<file path="config.mk">
export PLATFORM = sky130hd
export DESIGN_NAME = intr_regs_top
export DESIGN_NICKNAME = d
export VERILOG_FILES = /design/src/rtl/intr_regs_pkg.sv /design/src/rtl/intr_addr_dec.sv /design/src/rtl/intr_flag_bank.sv /design/src/rtl/intr_mask_reg.sv /design/src/rtl/intr_irq_gen.sv /design/src/rtl/intr_regs_top.sv
export SDC_FILE = /design/constraint.sdc
export NUM_CORES = 1
export LEC_CHECK = 0
export BUFFER_PORTS_ARGS = -buffer_cell sky130_fd_sc_hd__buf_2
export CORE_MARGIN = 4
export CORE_UTILIZATION = 39
export CTS_CLUSTER_DIAMETER = 60
export DETAILED_ROUTE_END_ITERATION = 12
export GPL_TIMING_DRIVEN = 0
export PLACE_DENSITY = 0.92
export RECOVER_POWER = 25
export SYNTH_ARGS = -nofsm -noshare
export SYNTH_HDL_FRONTEND = slang
export SYNTH_SLANG_ARGS = --single-unit
export TNS_END_PERCENT = 20
</file>
<file path="constraint.sdc">
create_clock -name clk -period 3.05 [get_ports clk]
set_input_delay 0.1525 -clock clk [delete_from_list [all_inputs] [get_ports clk]]
set_output_delay 0.1525 -clock clk [all_outputs]
set_load 0.005 [all_outputs]
</file>
<file path="src/rtl/intr_regs_pkg.sv">
// Shared constants and types for the interrupt register unit.
// Assumes byte addressing and a data word that is a whole number of bytes.
package intr_regs_pkg;
    parameter int unsigned SRC_N      = 5;
    parameter int unsigned WORD_W     = 32;
    parameter int unsigned GLOBAL_POS = 31;
    parameter int unsigned OFF_STATUS = 'h0C;
    parameter int unsigned OFF_MASK   = 'h10;

    typedef enum logic [1:0] {
        SEL_NONE   = 2'd0,
        SEL_STATUS = 2'd1,
        SEL_MASK   = 2'd2
    } reg_sel_e;
endpackage

</file>
<file path="src/rtl/intr_addr_dec.sv">
// Address decoder: maps a byte address onto one of the two live registers.
// Assumes the full address is compared, so aliases are not decoded.
module intr_addr_dec
    import intr_regs_pkg::*;
#(
    parameter int unsigned ADDR_W = 8
) (
    input  logic [ADDR_W-1:0] addr,
    output reg_sel_e          sel
);
    localparam logic [ADDR_W-1:0] A_STATUS = ADDR_W'(OFF_STATUS);
    localparam logic [ADDR_W-1:0] A_MASK   = ADDR_W'(OFF_MASK);

    // Select the register that the address names.
    always_comb begin
        if (addr == A_STATUS)    sel = SEL_STATUS;
        else if (addr == A_MASK) sel = SEL_MASK;
        else                     sel = SEL_NONE;
    end
endmodule

</file>
<file path="src/rtl/intr_flag_bank.sv">
// Sticky event flags with write-1-to-clear.
// A set from an event takes priority over a clear in the same cycle.
// Assumes the clear request is already qualified by address and strobe.
module intr_flag_bank #(
    parameter int unsigned N = 5
) (
    input  logic         clk,
    input  logic         rst_n,
    input  logic [N-1:0] evt,
    input  logic [N-1:0] clr,
    output logic [N-1:0] flags
);
    for (genvar k = 0; k < N; k++) begin : g_flag
        // Hold one flag: an event sets it, a clear drops it, otherwise it keeps its value.
        always_ff @(posedge clk) begin
            if (!rst_n)      flags[k] <= 1'b0;
            else if (evt[k]) flags[k] <= 1'b1;
            else if (clr[k]) flags[k] <= 1'b0;
        end
    end
endmodule

</file>
<file path="src/rtl/intr_mask_reg.sv">
// Mask register: per-source blocking bits plus one global blocking bit.
// Each bit is written only when the byte lane that holds it is strobed.
module intr_mask_reg #(
    parameter int unsigned N          = 5,
    parameter int unsigned WORD_W     = 32,
    parameter int unsigned GLOBAL_POS = 31
) (
    input  logic                clk,
    input  logic                rst_n,
    input  logic                we,
    input  logic [WORD_W-1:0]   wdata,
    input  logic [WORD_W/8-1:0] wstrb,
    output logic [N-1:0]        mask_src,
    output logic                mask_glob
);
    localparam int unsigned GLANE = GLOBAL_POS / 8;

    for (genvar k = 0; k < N; k++) begin : g_src
        localparam int unsigned LANE = k / 8;
        // Store one per-source blocking bit.
        always_ff @(posedge clk) begin
            if (!rst_n)                 mask_src[k] <= 1'b0;
            else if (we && wstrb[LANE]) mask_src[k] <= wdata[k];
        end
    end

    // Store the global blocking bit.
    always_ff @(posedge clk) begin
        if (!rst_n)                  mask_glob <= 1'b0;
        else if (we && wstrb[GLANE]) mask_glob <= wdata[GLOBAL_POS];
    end
endmodule

</file>
<file path="src/rtl/intr_irq_gen.sv">
// Interrupt combiner: registered OR of the unmasked flags, gated by the global mask.
module intr_irq_gen #(
    parameter int unsigned N = 5
) (
    input  logic         clk,
    input  logic         rst_n,
    input  logic [N-1:0] flags,
    input  logic [N-1:0] mask_src,
    input  logic         mask_glob,
    output logic         irq
);
    // Register the combined request.
    always_ff @(posedge clk) begin
        if (!rst_n) irq <= 1'b0;
        else        irq <= (|(flags & ~mask_src)) & ~mask_glob;
    end
endmodule

</file>
<file path="src/rtl/intr_regs_top.sv">
// Interrupt status and mask register unit of a flash controller.
// Register port: single-cycle strobed writes and a registered read of one cycle latency.
// Assumes SRC_N fits inside byte lane 0 and GLOBAL_POS lies above SRC_N.
module intr_regs_top
    import intr_regs_pkg::*;
#(
    parameter int unsigned ADDR_W = 8,
    parameter int unsigned N      = SRC_N,
    parameter int unsigned W      = WORD_W,
    parameter int unsigned GPOS   = GLOBAL_POS
) (
    input  logic           clk,
    input  logic           rst_n,
    input  logic [N-1:0]   evt_i,
    input  logic           wr_en,
    input  logic [ADDR_W-1:0] wr_addr,
    input  logic [W-1:0]   wr_data,
    input  logic [W/8-1:0] wr_strb,
    input  logic [ADDR_W-1:0] rd_addr,
    output logic [W-1:0]   rd_data,
    output logic           irq
);
    localparam int unsigned STRB_W = W / 8;

    reg_sel_e    wsel, rsel;
    logic [N-1:0] flags, mask_src, clr;
    logic         mask_glob;
    logic [W-1:0] status_word, mask_word;
    logic         unused_bits;

    intr_addr_dec #(.ADDR_W(ADDR_W)) u_wdec (.addr(wr_addr), .sel(wsel));
    intr_addr_dec #(.ADDR_W(ADDR_W)) u_rdec (.addr(rd_addr), .sel(rsel));

    // Qualify the clear bits by write enable, address and byte lane.
    for (genvar k = 0; k < N; k++) begin : g_clr
        localparam int unsigned LANE = k / 8;
        assign clr[k] = wr_en && (wsel == SEL_STATUS) && wr_strb[LANE] && wr_data[k];
    end

    intr_flag_bank #(.N(N)) u_flags (
        .clk(clk), .rst_n(rst_n), .evt(evt_i), .clr(clr), .flags(flags)
    );

    intr_mask_reg #(.N(N), .WORD_W(W), .GLOBAL_POS(GPOS)) u_mask (
        .clk(clk), .rst_n(rst_n),
        .we(wr_en && (wsel == SEL_MASK)),
        .wdata(wr_data), .wstrb(wr_strb),
        .mask_src(mask_src), .mask_glob(mask_glob)
    );

    intr_irq_gen #(.N(N)) u_irq (
        .clk(clk), .rst_n(rst_n), .flags(flags),
        .mask_src(mask_src), .mask_glob(mask_glob), .irq(irq)
    );

    // Build the read views, with reserved bits held at zero.
    always_comb begin
        status_word       = '0;
        status_word[N-1:0] = flags;
        mask_word         = '0;
        mask_word[N-1:0]  = mask_src;
        mask_word[GPOS]   = mask_glob;
    end

    // Register the read data selected by the read address.
    always_ff @(posedge clk) begin
        if (!rst_n) rd_data <= '0;
        else begin
            unique case (rsel)
                SEL_STATUS: rd_data <= status_word;
                SEL_MASK:   rd_data <= mask_word;
                default:    rd_data <= '0;
            endcase
        end
    end

    // Collect the write bits that only the mask block uses, or none uses.
    assign unused_bits = ^{wr_data[W-1:N], wr_strb[STRB_W-1:1]};
endmodule

</file>
==> results of run 1 <==
## logic make-up after synthesis
kind of cell | Yosys count | share of synthesized area, %
AO/OA/AOI/OAI | 17 | 12.8
buffers and inverters | 39 | 25.1
flip-flops | 18 | 36.9
multiplexers | 6 | 6.15
other | 1 | 0.384
AND/OR/NAND/NOR | 33 | 18.6
## layer usage
| metal | wire length (um) | GRT usage (%) |
|---|---|---|
| met4 | 32 | 5.96 |
| met1 | 757 | 12.3 |
| met5 | 0 | 0 |
| met3 | 157 | 2.00 |
| met2 | 1100 | 24.0 |
## cell usage after synthesis
| cell | instances | area [sq um] |
|---|---|---|
| conb_1 | 1 | 3.75 |
| nor3_1 | 1 | 5.00 |
| or3_1 | 1 | 6.26 |
| or2b_2 | 1 | 8.76 |
| and3b_1 | 1 | 8.76 |
| o21ai_0 | 5 | 25.0 |
| a222oi_1 | 1 | 10.0 |
| buf_4 | 26 | 195 |
| or4_1 | 1 | 7.51 |
| nor4_1 | 1 | 6.26 |
| or4b_4 | 1 | 13.8 |
| dfxtp_1 | 18 | 360 |
| nor3b_1 | 1 | 7.51 |
| nand2_1 | 14 | 52.6 |
| mux2i_1 | 6 | 60.1 |
| clkbuf_1 | 2 | 7.51 |
| buf_2 | 1 | 5.00 |
| nand2b_1 | 2 | 12.5 |
| nor3_4 | 1 | 16.3 |
| a311oi_1 | 1 | 8.76 |
| inv_1 | 10 | 37.5 |
| a41oi_1 | 5 | 43.8 |
| or4b_1 | 1 | 10.0 |
| a22oi_1 | 5 | 37.5 |
| nor2_1 | 7 | 26.3 |
## sequential cells by signal (all words and copies together), names as in the netlist
| signal | count |
|---|---|
| rd_data | 6 |
| u_flags.flags | 5 |
| u_irq.irq | 1 |
| u_mask.mask_glob | 1 |
| u_mask.mask_src | 5 |
## metrics by stage
step	hold slack, ps	std cells	util (%)
finish	74.5	208	57.6
CTS	69.7	208	57.7
floorplan	274	139	-
global placement	387	204	56.2
detailed placement	396	204	56.2
global route	68.9	208	57.6
## layout make-up
cell class	instances	area, sq um	area share (%)
Timing Repair Buffer	37	183	13.8
Multi-Input combinational cell	82	464	35.1
Buffer	29	208	15.7
Clock buffer	4	36.3	2.74
Inverter	10	37.5	2.84
Sequential cell	18	360	27.2
Tap cell	28	35.0	2.65
## path summary, 6_finish.rpt
kind                              startpoint  cells after the start  slack [ps]                         endpoint
max                               wr_addr[2]                      4        1880  u_mask.mask_src[0]$_SDFFE_PN0P_
min                               wr_data[2]                      2          70    u_flags.flags[2]$_SDFFE_PN0P_
max reg2reg  u_mask.mask_src[2]$_SDFFE_PN0P_                      3        2000             u_irq.irq$_SDFF_PN0_
min reg2reg    u_mask.mask_glob$_SDFFE_PN0P_                      2         460           rd_data[31]$_SDFF_PN0_
## power breakdown
group          leakage [uW]  total, uW  switching [uW]  internal (uW)
logic              0.000506       79.2            33.7           45.5
clock network     0.0000210        147            74.6           72.9
registers          0.000147        245            4.32            241
total              0.000674        472             113            359
==> out/metrics.csv, run 1 <==
stage,metric,value,unit
power,powerDensity,356,nW/um^2
layout,stdcell_area,1320,sq um
floorplanning,initial_core_util,42.5,%
sta,hold_viol,0,
clock_network,hold_buffers,0,
clock_network,post_cts_buffers,0,
layout,drive_above_1_share,38.3,%
floorplanning,die_w,58.0,um
global_route,grt_start_max_net_pins,11,
yosys,ys_ff_latch,18,
drt,drt_first_pass_iters,4,
placed_design,port_buffers,37,
worst_setup_path,slowest_delay,590,ps
sta,fmax,855,MHz
worst_setup_path,crit_fanout,5,
layout,synthToLayoutAreaGrowth,35.6,%
power,ir_worst_vdd,0.174,mV
sta,tns,0,ps
drt,first_iter_violations,18,
floorplanning,fp.coreArea,2300,sq um
power,p_leak,0.000674,uW
sta,tightest_slew,660,ps
job,drv_cap,0,
placed_design,preCtsSetupSlack,1560,ps
layout,fillers,211,
global_route,grt_pass1_vias,827,
yosys,synth_area,976,sq um
sta,setup_viol,0,
worst_setup_path,crit_path_cell_trace,buf_2 -> or4b_1 -> nor3_4 -> mux2i_1,
drt,wl_per_cell,9.87,um
drt,drc_errors,0,
worst_setup_path,end_kind,register,
outcome,status,"complete, no violations",
clock_network,clk_path_buf_depth,2,
worst_setup_path,crit_slowest_cell,or4b_1,
worst_setup_path,crit_path_start_kind,input port,
floorplanning,die_y,58.0,um
yosys,yosysWarnings,0,
clock_network,clock_sinks,18,
drt,via_count,897,
layout,final_common_cell,buf_2,
worst_hold_path,min_path_type,input port to register,
global_route,antenna_found_initial,0,
sta,fin_ws,1880,ps
sta,rsz0062_at_grt,false,
layout,final_cell_mix,"36 x buf_2, 26 x buf_4, 26 x conb_1",
sta,period_share,38.4,%
floorplanning,rows,17,
placed_design,dp_hpwl,1760,um
sta,drv_slew,0,
drt,ant_nets,0,
clock_network,cts_root_buffer,clkbuf_4,
sta,slew-limit-headroom,55.9,%
placed_design,place.gp.congestion,0.797,
global_route,track_usage,12.3,%
drt,wirelength,2050,um
worst_setup_path,crit_family,simple AND/OR/NAND/NOR gates,
yosys,ys_types,25,
layout,diodes,0,
worst_setup_path,arrival,1400,ps
floorplanning,die-area,3370,sq um
placed_design,postPlaceCellArea,1290,sq um
global_route,grt_pass1_wl,3280,um
worst_setup_path,critPathBufInv,1,
floorplanning,ios,93,
sta,finClkSkew,1.51,ps
worst_setup_path,crit_type,input port to register,
clock_network,cts.repair.resized,0,
sta,fin_crit,1170,ps
clock_network,htree_levels,1,
drt,routed_via_density,4.31,
global_route,grt-ovfl-total,0,
worst_setup_path,required,3280,ps
clock_network,cts_buffers,3,
clock_network,clkLatencyLatePin,300,ps
clock_network,clk_pin_slew,100,ps
yosys,synth_cells,114,
clock_network,cts_tree,yes,
yosys,synth_seq_area_share,36.9,%
power,total_power,472,uW
yosys,avgSynthCellArea,8.56,sq um
layout,fin_nets,241,
(Power assumes the default switching activity.)
==> run 2: changes to the inputs <==
--- a/config.mk
+++ b/config.mk
@@ -5,13 +5,14 @@
 export SDC_FILE = /design/constraint.sdc
 export NUM_CORES = 1
 export LEC_CHECK = 0
+export ABC_AREA = 1
 export BUFFER_PORTS_ARGS = -buffer_cell sky130_fd_sc_hd__buf_2
 export CORE_MARGIN = 4
-export CORE_UTILIZATION = 39
+export CORE_UTILIZATION = 38
 export CTS_CLUSTER_DIAMETER = 60
 export DETAILED_ROUTE_END_ITERATION = 12
 export GPL_TIMING_DRIVEN = 0
-export PLACE_DENSITY = 0.92
+export PLACE_DENSITY = 0.87
 export RECOVER_POWER = 25
 export SYNTH_ARGS = -nofsm -noshare
 export SYNTH_HDL_FRONTEND = slang
==> constraint.sdc (replaced) <==
create_clock -name clk -period 1.1 [get_ports clk]
set_input_delay 0.055 -clock clk [delete_from_list [all_inputs] [get_ports clk]]
set_output_delay 0.055 -clock clk [all_outputs]
set_load 0.005 [all_outputs]
==> out/metrics.csv, run 2 <==
stage,metric,value,unit,change
drt,routed_via_density,4.03,,-6.6%
layout,drive_above_1_share,37.2,%,-1.1 points
drt,ant_nets,0,,unchanged
power,p_comb_share,19.5,%,+2.7 points
sta,hold_viol,0,,unchanged
worst_setup_path,arrival,1020,ps,-380 ps
layout,final_common_cell,buf_2,,
yosys,ys_ff_latch,18,,unchanged
placed_design,port_buffers,37,,unchanged
layout,regMostFlops,rd_data,,
global_route,antenna_found_initial,0,,unchanged
sta,period_share,75.7,%,
yosys,synth_seq_area_share,32.8,%,-4.1 points
placed_design,dp_hpwl,1830,um,+4.2%
sta,tns,0,ps,unchanged
placed_design,preCtsSetupSlack,110,ps,-1450 ps
power,p_switching,335,uW,+200%
worst_setup_path,crit_type,register to register,,
sta,finClkSkew,5.99,ps,+4.49 ps
yosys,synth_cells,152,,+33%
floorplanning,die_w,61.8,um,+6.4%
yosys,ys.flop_type,dfxtp_1,,
drt,wl_per_cell,8.57,um,-13%
floorplanning,ios,93,,unchanged
power,power.internal,1010,uW,+180%
floorplanning,rows,19,,+2
yosys,yosys-top-cells-area,"dfxtp_1 33%, buf_4 18%, nand3_1 10%",,
floorplanning,die_y,61.8,um,+6.4%
global_route,grt-ovfl-total,0,,unchanged
power,swShare,24.8,%,+0.98 points
placed_design,place.gp.congestion,0.781,,-2.1%
placed_design,postPlaceCellArea,1420,sq um,+9.8%
yosys,avgSynthCellArea,7.23,sq um,-16%
yosys,ys_types,17,,-32%
layout,largest_reg_flops,6,,unchanged
layout,diodes,0,,unchanged
layout,final_cell_mix,"40 x buf_2, 26 x buf_4, 26 x conb_1",,
yosys,yosysWarnings,0,,unchanged
drt,drt_first_pass_iters,4,,unchanged
power,p_leak,0.000811,uW,+20%
worst_setup_path,required,1290,ps,-1990 ps
layout,stdcell_area,1500,sq um,+13%
global_route,grt_start_max_net_pins,11,,unchanged
power,power_frac_seq,50.5,%,-1.5 points
yosys,yosys.area.top_type,dfxtp_1,,
outcome,status,"complete, no violations",,
yosys,synth_area,1100,sq um,+13%
sta,whs,26.5,ps,-48.0 ps
layout,fin_util,54.4,%,-3.2 points
clock_network,cts_root_buffer,clkbuf_4,,
layout,fin_nets,284,,+18%
sta,fmax,1200,MHz,
drt,via_count,1023,,+14%
floorplanning,initial_core_util,39.8,%,-2.6 points
layout,reg_top3,"rd_data (6), u_flags.flags (5), u_mask.mask_src (5)",,
worst_setup_path,crit_path_start_kind,register,,
clock_network,htree_levels,1,,unchanged
power,ir_worst_vdd,0.586,mV,+240%
yosys,synth_most_common_cell,buf_4,,
layout,fillers,282,,+34%
layout,regArea,360,sq um,unchanged
sta,fin_crit,833,ps,
yosys,yosysTopAreaCellShare,32.8,%,-4.1 points
drt,wirelength,2180,um,+6.1%
worst_setup_path,end_kind,register,,
global_route,grt_pass1_vias,824,,-0.36%
worst_setup_path,crit_fanout,3,,-2
sta,setup_viol,0,,unchanged
global_route,track_usage,11.6,%,-0.70 points
clock_network,post_cts_buffers,0,,unchanged
clock_network,clkLatencyLatePin,290,ps,about the same
clock_network,clock_sinks,18,,unchanged
worst_hold_path,min_path_type,input port to register,,
clock_network,cts_tree,yes,,
yosys,async_flop_share,0,%,unchanged
sta,rsz0062_at_grt,false,,
global_route,grt_pass1_wl,3240,um,-1.3%
power,powerDensity,898,nW/um^2,+150%
layout,multi_input_area,526,sq um,+13%
job,drv_cap,0,,unchanged
clock_network,clk_pin_slew,110,ps,about the same
power,clkPwrFrac,30.0,%,-1.3 points
drt,first_iter_violations,11,,-7
clock_network,clk_path_buf_depth,2,,unchanged
sta,drv_slew,0,,unchanged
yosys,synth_commonest_cells,"26 x buf_4, 22 x inv_1, 22 x nand3_1",,
sta,fin_ws,267,ps,-1610 ps
yosys,synth_edf_count,0,,unchanged
clock_network,cts_buffers,3,,unchanged
floorplanning,die-area,3810,sq um,+13%
drt,drc_errors,0,,unchanged
floorplanning,fp.coreArea,2760,sq um,+20%
layout,synthToLayoutAreaGrowth,36.6,%,
run 2: power groups by stage:
stage	Clock (uW)	Sequential, uW	Combinational, uW
4_1_cts	420	680	260
3_5_place_dp	0	695	247
5_1_grt	452	683	299
6_report	405	680	263
2_1_floorplan	0	691	168
3_3_place_gp	0	695	241
run 2: routing by layer:
| layer | wire (um) | global-route usage, % | vias up |
|---|---|---|---|
| met2 | 1140 | 20.8 | 32 |
| met1 | 839 | 12.6 | 419 |
| li1 | - | - | 570 |
| met5 | 0 | 0 | - |
| met3 | 184 | 3.10 | 2 |
| met4 | 10 | 5.45 | 0 |
run 2: through the flow:
step                      power [uW]  instances
after global routing            1440        254
after CTS                       1360        254
after detailed placement         942        245
after floorplan                  859        177
after global placement           936        245
final                           1350        254
run 2: area by class of cell:
class,count,area share [%]
plain buffers,30,14.8
clock buffers,4,2.42
inverters,22,5.50
multi-input cells,107,35.0
flip-flops and latches,18,24.0
well taps,31,2.59
repair buffers,42,15.7
run 2: timing repair:
action | in CTS | in global routing
resized for setup | 0 | 0
hold buffers | 5 | 0
endpoints found under the hold margin | 5 | 0
run 2: logic make-up (layout without fill, tap and decap cells):
family | Yosys count | in the layout | synth area share [%]
buffers and inverters | 52 | 98 | 27.7
AND/OR/NAND/NOR | 63 | 63 | 29.0
other | 1 | 26 | 0.341
flip-flops | 18 | 18 | 32.8
AO/OA/AOI/OAI | 18 | 18 | 10.1
run 2: worst max-delay path, cell delays in order, from the launching register on:
cell and delay (ps):
dfxtp_1 390, o22ai_1 90, nor3_1 190, nor2_1 60
run 2: final timing paths:
kind	start	endpoint	slack [ps]	cells past startpoint
hold reg to reg	u_mask.mask_glob$_SDFFE_PN0P_	rd_data[31]$_SDFF_PN0_	480	2
hold / removal	wr_strb[3]	u_mask.mask_glob$_SDFFE_PN0P_	30	3
setup reg to reg	u_mask.mask_src[0]$_SDFFE_PN0P_	u_irq.irq$_SDFF_PN0_	270	3
setup / recovery	u_mask.mask_src[0]$_SDFFE_PN0P_	u_irq.irq$_SDFF_PN0_	270	3
